## src/rtl/thermal_guard_pkg.sv

```systemverilog
package thermal_guard_pkg;

    typedef enum logic [1:0] {
        MODE_STANDBY  = 2'b00,
        MODE_NORMAL   = 2'b01,
        MODE_SLEEP    = 2'b10,
        MODE_OVERTEMP = 2'b11
    } op_mode_e;

    typedef enum logic [1:0] {
        ST_WATCH = 2'b00,
        ST_HOT   = 2'b01,
        ST_LEAVE = 2'b10
    } guard_state_e;

    function automatic logic mode_is_watched(input logic [1:0] m);
        return (m == MODE_STANDBY) || (m == MODE_NORMAL);
    endfunction

endpackage

```

## src/rtl/thermal_flag_filter.sv

```systemverilog
module thermal_flag_filter #(
    parameter int SYNC_STAGES = 2,
    parameter int DEB_CYCLES  = 4
) (
    input  logic clk,
    input  logic rst_n,
    input  logic raw_in,
    output logic flag_out
);
    localparam int CNT_W = (DEB_CYCLES < 2) ? 1 : $clog2(DEB_CYCLES + 1);
    localparam logic [CNT_W-1:0] CNT_LAST = CNT_W'(DEB_CYCLES - 1);

    logic [SYNC_STAGES-1:0] sync_q;
    logic                   synced;
    logic [CNT_W-1:0]       cnt_q;
    logic                   filt_q;

    generate
        for (genvar i = 0; i < SYNC_STAGES; i++) begin : g_sync
            if (i == 0) begin : g_first
                always_ff @(posedge clk or negedge rst_n) begin
                    if (!rst_n) sync_q[0] <= 1'b0;
                    else        sync_q[0] <= raw_in;
                end
            end else begin : g_next
                always_ff @(posedge clk or negedge rst_n) begin
                    if (!rst_n) sync_q[i] <= 1'b0;
                    else        sync_q[i] <= sync_q[i-1];
                end
            end
        end
    endgenerate

    assign synced = sync_q[SYNC_STAGES-1];

    always_ff @(posedge clk or negedge rst_n) begin
        if (!rst_n) begin
            cnt_q  <= '0;
            filt_q <= 1'b0;
        end else if (synced == filt_q) begin
            cnt_q <= '0;
        end else if (cnt_q == CNT_LAST) begin
            cnt_q  <= '0;
            filt_q <= synced;
        end else begin
            cnt_q <= cnt_q + 1'b1;
        end
    end

    assign flag_out = filt_q;

endmodule

```

## src/rtl/thermal_guard_fsm.sv

```systemverilog
module thermal_guard_fsm
    import thermal_guard_pkg::*;
(
    input  logic       clk,
    input  logic       rst_n,
    input  logic       hot_flag,
    input  logic [1:0] cur_mode,
    input  logic       sw_req_valid,
    input  logic [1:0] sw_req_mode,
    output logic       in_hot,
    output logic       req_valid,
    output logic [1:0] req_mode,
    output logic       rst_pin_n,
    output logic       reg_off,
    output logic       tx_off
);
    guard_state_e state_q, state_d;

    // state register
    always_ff @(posedge clk or negedge rst_n) begin
        if (!rst_n) state_q <= ST_WATCH;
        else        state_q <= state_d;
    end

    // transitions: heat-trip, cool-down, settle, stay
    always_comb begin
        state_d = state_q;
        unique case (state_q)
            ST_WATCH: if (hot_flag && mode_is_watched(cur_mode)) state_d = ST_HOT;
            ST_HOT:   if (!hot_flag) state_d = ST_LEAVE;
            ST_LEAVE: state_d = ST_WATCH;
            default:  state_d = ST_WATCH;
        endcase
    end

    // outputs
    always_comb begin
        in_hot    = 1'b0;
        rst_pin_n = 1'b1;
        reg_off   = 1'b0;
        tx_off    = 1'b0;
        req_valid = 1'b0;
        req_mode  = MODE_STANDBY;
        unique case (state_q)
            ST_WATCH: begin
                req_valid = sw_req_valid;
                req_mode  = sw_req_mode;
            end
            ST_HOT: begin
                in_hot    = 1'b1;
                rst_pin_n = 1'b0;
                reg_off   = 1'b1;
                tx_off    = 1'b1;
            end
            ST_LEAVE: begin
                req_valid = 1'b1;
                req_mode  = MODE_STANDBY;
            end
            default: ;
        endcase
    end

endmodule

```

## src/rtl/limp_home_latch.sv

```systemverilog
module limp_home_latch (
    input  logic clk,
    input  logic rst_n,
    input  logic force_on,
    input  logic clr,
    output logic limp_on
);
    logic held_q;

    always_ff @(posedge clk or negedge rst_n) begin
        if (!rst_n)        held_q <= 1'b0;
        else if (force_on) held_q <= 1'b1;
        else if (clr)      held_q <= 1'b0;
    end

    assign limp_on = held_q | force_on;

endmodule

```

## src/rtl/thermal_guard_top.sv

```systemverilog
module thermal_guard_top #(
    parameter int SYNC_STAGES = 2,
    parameter int DEB_CYCLES  = 4
) (
    input  logic       clk,
    input  logic       rst_n,
    input  logic       temp_hot_raw,
    input  logic [1:0] cur_mode,
    input  logic       sw_req_valid,
    input  logic [1:0] sw_req_mode,
    input  logic       limp_clr,
    output logic       req_valid,
    output logic [1:0] req_mode,
    output logic       ot_mode,
    output logic       rst_pin_n,
    output logic       limp_on,
    output logic       reg_off,
    output logic       tx_off
);
    logic hot_filt;
    logic hot_state;

    thermal_flag_filter #(
        .SYNC_STAGES(SYNC_STAGES),
        .DEB_CYCLES (DEB_CYCLES)
    ) filt_i (
        .clk     (clk),
        .rst_n   (rst_n),
        .raw_in  (temp_hot_raw),
        .flag_out(hot_filt)
    );

    thermal_guard_fsm fsm_i (
        .clk         (clk),
        .rst_n       (rst_n),
        .hot_flag    (hot_filt),
        .cur_mode    (cur_mode),
        .sw_req_valid(sw_req_valid),
        .sw_req_mode (sw_req_mode),
        .in_hot      (hot_state),
        .req_valid   (req_valid),
        .req_mode    (req_mode),
        .rst_pin_n   (rst_pin_n),
        .reg_off     (reg_off),
        .tx_off      (tx_off)
    );

    limp_home_latch limp_i (
        .clk     (clk),
        .rst_n   (rst_n),
        .force_on(hot_state),
        .clr     (limp_clr),
        .limp_on (limp_on)
    );

    assign ot_mode = hot_state;

endmodule

```

## config.mk

```make
export PLATFORM = sky130hd
export DESIGN_NAME = thermal_guard_top
export DESIGN_NICKNAME = d
export VERILOG_FILES = /design/src/rtl/thermal_guard_pkg.sv /design/src/rtl/thermal_flag_filter.sv /design/src/rtl/thermal_guard_fsm.sv /design/src/rtl/limp_home_latch.sv /design/src/rtl/thermal_guard_top.sv
export SDC_FILE = /design/constraint.sdc
export NUM_CORES = 1
export LEC_CHECK = 0
export BUFFER_PORTS_ARGS = -buffer_cell sky130_fd_sc_hd__buf_2
export CAP_MARGIN = 10
export CORE_AREA = 2 2 39 41
export DETAILED_ROUTE_END_ITERATION = 8
export DIE_AREA = 0 0 41 43
export GPL_TIMING_DRIVEN = 0
export HOLD_SLACK_MARGIN = 0.15
export PLACE_DENSITY = 0.58
export SLEW_MARGIN = 20
export SYNTH_ARGS = -nofsm -noshare
export SYNTH_HDL_FRONTEND = slang
export SYNTH_SLANG_ARGS = --single-unit
export TNS_END_PERCENT = 20
```

## constraint.sdc

```tcl
create_clock -name clk -period 3.8 [get_ports clk]
set_clock_uncertainty 0.1 [all_clocks]
set_input_delay 0 -clock clk [delete_from_list [all_inputs] [get_ports clk]]
set_output_delay 0 -clock clk [all_outputs]
set_load 0.02 [all_outputs]
```

==> results of run 1 <==
## cells in the final DEF, fill, tap and decap left out
cell type,n
ha_1,1
nor3b_1,4
nor2b_4,1
buf_2,15
inv_1,2
clkbuf_1,1
xnor2_1,1
nor2_1,3
o21ai_0,1
nor3_1,1
nand2_1,1
nor3b_2,1
clkbuf_4,3
nand2b_1,1
dfrtp_1,9
nor2b_1,1
buf_4,2
dlygate4sd3_1,5
mux2_2,1
## cell families (layout without fill, tap and decap cells)
kind of cell / count (synthesis) / count (layout) / share of synthesized area [%]
buffers and inverters: 4 / 28 / 6.02
XOR/XNOR: 1 / 1 / 2.34
multiplexers: 1 / 1 / 3.01
AND/OR/NAND/NOR: 13 / 13 / 23.7
AO/OA/AOI/OAI: 1 / 1 / 1.34
adder cells (fa/ha/maj): 1 / 1 / 3.34
flip-flops: 9 / 9 / 60.2
## power groups by stage
stage / clock, mW / combinational [mW] / sequential [mW]
after floorplan: 0 / 0.137 / 0.144
after global placement: 0 / 0.185 / 0.148
after detailed placement: 0 / 0.189 / 0.150
after CTS: 0.0751 / 0.194 / 0.148
after global routing: 0.0820 / 0.219 / 0.152
final: 0.0708 / 0.191 / 0.147
## routing by layer
metal	part of all wire (%)	vias to the layer above	wire length, µm	GRT usage [%]
met4	4.3	0	28	10.0
met1	46	117	303	8.39
li1	-	143	-	-
met2	39	18	255	14.4
met5	0	-	0	0
met3	10	4	68	4.71
## path summary, 6_finish.rpt
kind,start,to,slack (ns)
max reg2reg,filt_i.cnt_q[0],filt_i.flag_out,2.54
min,sw_req_valid,req_valid,0.23
min reg2reg,filt_i.sync_q[0],filt_i.synced,0.25
max,fsm_i.state_q[1],reg_off,2.45
max in group asynchronous,rst_n,filt_i.cnt_q[1],2.68
min in group asynchronous,rst_n,fsm_i.state_q[0],0.64
## worst max-delay path: cells and delay by family (launching register included)
family | cells | cell delay (ns)
flip-flops | 1 | 0.41
buffers and inverters | 3 | 0.37
AND/OR/NAND/NOR | 1 | 0.22
## cell usage after synthesis (2+ instances only)
master   n
buf_4    2
inv_1    2
nor2_1   3
dfrtp_1  9
nor3b_1  4
## layout make-up
class / count / share of cell area (%)
flip-flops and latches: 9 / 41.3
multi-input cells: 17 / 23.2
clock buffers: 4 / 4.82
inverters: 2 / 1.38
plain buffers: 2 / 2.75
repair buffers: 20 / 22.9
well taps: 16 / 3.67
## registers in the layout (all words and copies together), names as in the netlist
name,cells
filt_i.cnt_q,3
filt_i.sync_q,1
filt_i.synced,1
fsm_i.state_q,2
limp_i.held_q,1
filt_i.flag_out,1
==> flow_summary.ini, run 1 <==
[global_routing]
antenna_found_initial = 0
grt_pass1_vias = 270
grt-ovfl-total = 0
track_usage_pct = 9.66
grt_max_degree = 10
grt_pass1_wl_mm = 1.01

[final_layout]
final_nets = 65
syn_to_final_growth_pct = 45.8
regArea_um2 = 225
drive_above_1_share_pct = 42.6
n_fill_cell = 132
diodes = 0
final_cell_area_um2 = 546
utilization_pct = 39.4
multi_input_comb_area_um2 = 126
final_cells = 70

[min_path]
whs_path_depth = 4
min-delay-path-class = in2out

[clocking]
htree_num_levels = 1
numCtsBuffers = 3
post_cts_resized = 0
postCtsSetupBuffers = 0
clk_pin_slew_worst_paths_ns = 0.05
cts_buffer_depth = 2
hold_buffers = 5
cts_tree = built
clock-sinks = 9
clockRootBuffer = clkbuf_4
clock_latency_ns = 0.26

[die]
rows = 14
initial_core_util_pct = 27.0
ios = 17
die-area_um2 = 1760
die_w_um = 41
core_area_um2 = 1380
die_y_um = 43

[timing]
tightest_slew_ns = 0.392
setup_viol = 0
layout_setup_ws_ns = 2.45
hold_viol = 0
slew_headroom_pct = 73.8
hold-worst-slack_ns = 0.230
drv_slew = 0
fin_crit_sh_pct = 35.6
rsz0062_at_grt = false
fin_setup_tns_ns = 0
fin_crit_ns = 1.35
fmax_ghz = 0.740

[pwr]
clkPwrFrac_pct = 17.3
power.leakage_nw = 0.283
switching_power_mw = 0.161
p_sw_share_pct = 39.3
irDropWorstVdd_mv = 0.337
seqPwrFrac_pct = 36.0
power.internal_mw = 0.248
power_mw = 0.409
p_per_area_nw_per_um2 = 750
p_comb_share_pct = 46.7

[detailed_routing]
vias_per_cell = 4.03
vias = 282
drt_pass1_iterations = 1
drt_iter0_drc = 0
drcViolationCount = 0
wl_per_cell_um = 9.36
drtAntennaViolNets = 0
drt_wl_total_um = 655

[setup_path]
path_class = reg2out
crit_chain = nand2b_1, inv_1, buf_4, buf_2
required_ns = 3.70
crit_slowest_cell = dfrtp_1
cpPeakStageDelay_ns = 0.41
cp.arrival_ns = 1.25
cp_max_fo = 5
rr_worst_depth = 3
startpoint_type = register
critPathCaptureType = primary output

[logic_synthesis]
synth-seq-cells = 9
synthCells = 30
ys_types = 15
ys_async_sr_fraction_pct = 100
synth_top_cell_by_area = dfrtp_1
ys_warn_count = 0
synth_edf_count = 0
yosysTopAreaCellShare_pct = 60.2
avgSynthCellArea_um2 = 12.5
synth_fp_nets = 40
synth_ff_type = dfrtp_1
ys_seq_area_share_pct = 60.2
netlist_area_um2 = 374
yosys-top-cells-area = dfrtp_1 (60%), nor3b_1 (8.0%), buf_4 (4.0%)

[placement]
dp_slack_ns = 2.54
port_buffers = 15
place_area_um2 = 469
placed_cells = 61
place_hpwl_um = 469
gp_congestion = 0.592

[run_status]
status = finished clean

[job]
max_cap_viol_count = 0
(Power assumes the default switching activity.)
==> run 2: changes to the inputs <==
==> constraint.sdc (replaced) <==
create_clock -name clk -period 1.42 [get_ports clk]
set_clock_uncertainty 0.1 [all_clocks]
set_input_delay 0 -clock clk [delete_from_list [all_inputs] [get_ports clk]]
set_output_delay 0 -clock clk [all_outputs]
set_load 0.02 [all_outputs]
==> flow_summary.ini, run 2 (synthesis gave the netlist of run 1 again) <==
[placement]
port_buffers = 15
gp_congestion = 0.592
placed_cells = 61
place_area_um2 = 469
place_hpwl_um = 469

[final_layout]
largest_reg_flops = 3
largest-register = filt_i.cnt_q
final_nets = 66
diodes = 0
final_cells = 71
final_cell_area_um2 = 561
final_common_cell = buf_2
most-common-layout-cells = buf_2 (15), dfrtp_1 (9), dlygate4sd3_1 (5)
reg_top3 = filt_i.cnt_q (3), fsm_i.state_q (2)
drive_above_1_share_pct = 45.5
syn_to_final_growth_pct = 49.8

[setup_path]
reg2reg_from = filt_i.cnt_q[0]
worst-r2r-setup-slack_ns = 0.16
r2r-end = filt_i.flag_out
path_class = reg2out
cp_max_fo = 5
startpoint_type = register
required_ns = 1.32
critPathCaptureType = primary output
rr_worst_depth = 3
cp.arrival_ns = 1.18

[timing]
setup_viol = 0
rsz0062_at_grt = false
hold_viol = 0
fmax_ghz = 0.779
drv_slew = 0
tightest_slew_ns = 0.391
slew_headroom_pct = 73.8
fin_crit_ns = 1.28
fin_setup_tns_ns = 0
fin_crit_sh_pct = 90.4

[pwr]
irDropWorstVdd_mv = 0.926
switching_power_mw = 0.444
p_sw_share_pct = 39.1
p_per_area_nw_per_um2 = 2030
p_comb_share_pct = 47.9
power.leakage_nw = 0.291
power.internal_mw = 0.692
seqPwrFrac_pct = 35.5
clkPwrFrac_pct = 16.7

[detailed_routing]
drt_wl_total_um = 681
drt_iter0_drc = 0
drtAntennaViolNets = 0
vias = 286
vias_per_cell = 4.03
drcViolationCount = 0
wl_per_cell_um = 9.59
drt_pass1_iterations = 1

[die]
die-area_um2 = 1760
core_area_um2 = 1380
die_w_um = 41
rows = 14
die_y_um = 43
initial_core_util_pct = 27.0
ios = 17

[global_routing]
track_usage_pct = 9.66
grt_pass1_wl_mm = 1.01
grt_max_degree = 10
antenna_found_initial = 0
grt_pass1_vias = 270
grt-ovfl-total = 0

[clocking]
cts_tree = built
clock-sinks = 9
htree_num_levels = 1
clockRootBuffer = clkbuf_4
clock_latency_ns = 0.26
numCtsBuffers = 3
clk_pin_slew_worst_paths_ns = 0.05
cts_buffer_depth = 2

[min_path]
hold-path-endpoint = req_valid
whs_path_depth = 4
hold_path_startpoint = sw_req_valid
min-delay-path-class = in2out

[run_status]
status = finished clean

[job]
max_cap_viol_count = 0
==> run 2: changes by cell type in the layout (fill, tap and decap cells not counted), sizes merged <==
cell / delta
buf: +1
==> run 2: through the flow <==
stage | hold slack [ns] | utilization [%] | setup slack [ns] | power (mW)
floorplan | -0.396 | - | 0.225 | 0.752
global placement | -0.241 | 33.9 | 0.170 | 0.894
detailed placement | -0.237 | 33.9 | 0.159 | 0.907
CTS | 0.234 | 39.4 | 0.0446 | 1.12
global route | 0.255 | 40.5 | 0.0552 | 1.25
finish | 0.232 | 40.5 | 0.136 | 1.14
==> run 2: worst max-delay path by stage <==
stage                      from  cells past startpoint               to  slack (ns)
2_1_floorplan  fsm_i.state_q[1]                      3          reg_off        0.23
3_3_place_gp    filt_i.cnt_q[0]                      3  filt_i.flag_out        0.17
3_5_place_dp    filt_i.cnt_q[0]                      3  filt_i.flag_out        0.16
4_1_cts        fsm_i.state_q[1]                      4          reg_off        0.04
5_1_grt        fsm_i.state_q[1]                      4          reg_off        0.06
6_report       fsm_i.state_q[1]                      4          reg_off        0.14
==> run 2: power by group through the flow <==
stage | Sequential (mW) | Clock (mW) | Combinational (mW)
final | 0.403 | 0.189 | 0.543
after CTS | 0.397 | 0.201 | 0.518
after global placement | 0.397 | 0 | 0.496
after detailed placement | 0.400 | 0 | 0.507
after global routing | 0.414 | 0.219 | 0.618
after floorplan | 0.385 | 0 | 0.367
==> run 2: cell type report <==
type                       count  area (µm²)
tap                           16        20.0
timing repair buffer          21         133
fill                         132         823
multi-input combinational     17         134
inverter                       2        7.51
sequential                     9         225
clock buffer                   4        26.3
buffer                         2        15.0
==> run 2: worst max-delay path: stages, from the launching register on <==
cell and delay, ns:
dfrtp_1 0.42, nand2b_4 0.18, inv_1 0.09, buf_4 0.10
buf_2 0.15
==> run 2: routing by layer <==
layer / vias to the layer above / global-route usage, % / part of all wire [%]
met2: 18 / 14.4 / 41
met1: 120 / 8.39 / 45
met3: 4 / 4.71 / 10
li1: 144 / - / -
met4: 0 / 10.0 / 4.1
met5: - / 0 / 0
==> run 2: repair_timing <==
| action | 4_1_cts | 5_1_grt |
|---|---|---|
| buffers inserted | 0 | 1 |
| hold buffers | 5 | 0 |
| setup endpoints to repair | 0 | 2 |
| hold endpoints to repair | 12 | 0 |
| resized for setup | 0 | 2 |
==> run 3: changes to the inputs <==
--- a/config.mk
+++ b/config.mk
@@ -8,6 +8,7 @@
 export BUFFER_PORTS_ARGS = -buffer_cell sky130_fd_sc_hd__buf_2
 export CAP_MARGIN = 10
 export CORE_AREA = 2 2 39 41
+export CTS_BUF_LIST = sky130_fd_sc_hd__clkbuf_16
 export DETAILED_ROUTE_END_ITERATION = 8
 export DIE_AREA = 0 0 41 43
 export GPL_TIMING_DRIVEN = 0
==> flow_summary.ini, run 3 (synthesis gave the netlist of run 1 again) <==
[run_status]
status = finished clean

[global_routing]
grt-ovfl-total = 0
grt_pass1_vias = 268
grt_max_degree = 10
grt_pass1_wl_um = 993
antenna_found_initial = 0
track_usage_pct = 9.36

[detailed_routing]
vias_per_cell = 4.01
drt_wl_total_um = 666
drt_pass1_iterations = 1
drcViolationCount = 0
drtAntennaViolNets = 0
drt_iter0_drc = 0
vias = 281
wl_per_cell_um = 9.51

[timing]
fin_crit_sh_pct = 93.3
hold_viol = 0
setup_viol = 0
rsz0062_at_grt = false
drv_slew = 0
fin_crit_ns = 1.32
slew_headroom_pct = 73.8
tightest_slew_ns = 0.392
hold-worst-slack_ns = 0.230
fmax_ghz = 0.755
fin_setup_tns_ns = 0

[min_path]
min-delay-path-class = in2out
whs_path_depth = 4
hold_path_startpoint = sw_req_valid
hold-path-endpoint = req_valid

[die]
rows = 14
die_w_um = 41
die_y_um = 43
die-area_um2 = 1760
ios = 17
initial_core_util_pct = 27.0
core_area_um2 = 1380

[setup_path]
path_class = reg2out
cp_max_fo = 5
worst-r2r-setup-slack_ns = 0.16
reg2reg_from = filt_i.cnt_q[0]
rr_worst_depth = 3
critPathCaptureType = primary output
required_ns = 1.32
cp.arrival_ns = 1.22
r2r-end = filt_i.flag_out
startpoint_type = register

[final_layout]
largest_reg_flops = 3
syn_to_final_growth_pct = 59.9
reg_top3 = filt_i.cnt_q (3), fsm_i.state_q (2)
n_fill_cell = 127
most-common-layout-cells = buf_2 (15), dfrtp_1 (9), dlygate4sd3_1 (5)
final_common_cell = buf_2
largest-register = filt_i.cnt_q
diodes = 0
final_nets = 65
drive_above_1_share_pct = 42.6

[clocking]
clock_latency_ns = 0.23
postCtsSetupBuffers = 0
cts_buffer_depth = 2
htree_num_levels = 1
clk_pin_slew_worst_paths_ns = 0.04
numCtsBuffers = 3
cts_tree = built
clockRootBuffer = clkbuf_16
clock-sinks = 9

[pwr]
irDropWorstVdd_mv = 1.10
p_per_area_nw_per_um2 = 2310
power.leakage_nw = 0.311

[placement]
gp_congestion = 0.592
place_hpwl_um = 469
port_buffers = 15

[job]
max_cap_viol_count = 0
-- run 3: cell types whose count changed in the layout (fill, tap and decap cells not counted) --
cell	previous run	this run
clkbuf_16	0	3
clkbuf_4	3	0
buf_4	3	2
clkbuf_1	1	0
inv_1	2	3
nand2b_1	0	1
nand2b_4	1	0
-- run 3: what timing repair did --
action / CTS / global route
hold buffers: 5 / 0
gates resized for setup: 0 / 0
endpoints found under the hold margin: 12 / 0
-- run 3: final cells by class --
cell class,instances,area (µm²),share of cell area (%)
Timing Repair Buffer,20,125,20.9
Buffer,2,15.0,2.51
Tap cell,16,20.0,3.35
Clock inverter,1,3.75,0.628
Clock buffer,3,75.1,12.6
Sequential cell,9,225,37.7
Inverter,2,7.51,1.26
Multi-Input combinational cell,17,126,21.1
-- run 3: how the worst max path moves through the flow --
stage                     startpoint               to  cells after the start
finish              fsm_i.state_q[1]          reg_off                      4
global route        fsm_i.state_q[1]          reg_off                      4
CTS                 fsm_i.state_q[1]          reg_off                      4
detailed placement   filt_i.cnt_q[0]  filt_i.flag_out                      3
global placement     filt_i.cnt_q[0]  filt_i.flag_out                      3
floorplan           fsm_i.state_q[1]          reg_off                      3
-- run 3: power breakdown --
group	internal [mW]	switching, mW
Sequential	0.335	0.0590
Combinational	0.222	0.289
Clock	0.367	0.111
-- run 3: worst max-delay path, stage by stage, from the launching register on --
cell      delay, ns
dfrtp_1        0.41
nand2b_1       0.22
inv_1          0.12
buf_4          0.10
buf_2          0.15
-- run 3: metrics by stage --
| step | instances | util [%] | setup slack, ns | power (mW) | instance area [µm²] |
|---|---|---|---|---|---|
| floorplan | 30 | - | 0.225 | 0.752 | 374 |
| global route | 70 | 43.2 | 0.0137 | 1.50 | 598 |
| finish | 70 | 43.2 | 0.0956 | 1.38 | 598 |
| detailed placement | 61 | 33.9 | 0.159 | 0.907 | 469 |
| CTS | 70 | 43.2 | 0.0801 | 1.41 | 598 |
| global placement | 61 | 33.9 | 0.170 | 0.894 | 469 |
-- run 3: metal layers --
metal  share of wire [%]  vias to the layer above  GRT usage (%)  routed length [µm]
li1                    -                      144              -                   -
met5                   0                        -              0                   0
met3                  11                        2           4.71                  70
met1                  46                      117           8.39                 304
met4                 3.3                        0           8.00                  22
met2                  40                       18           14.4                 269
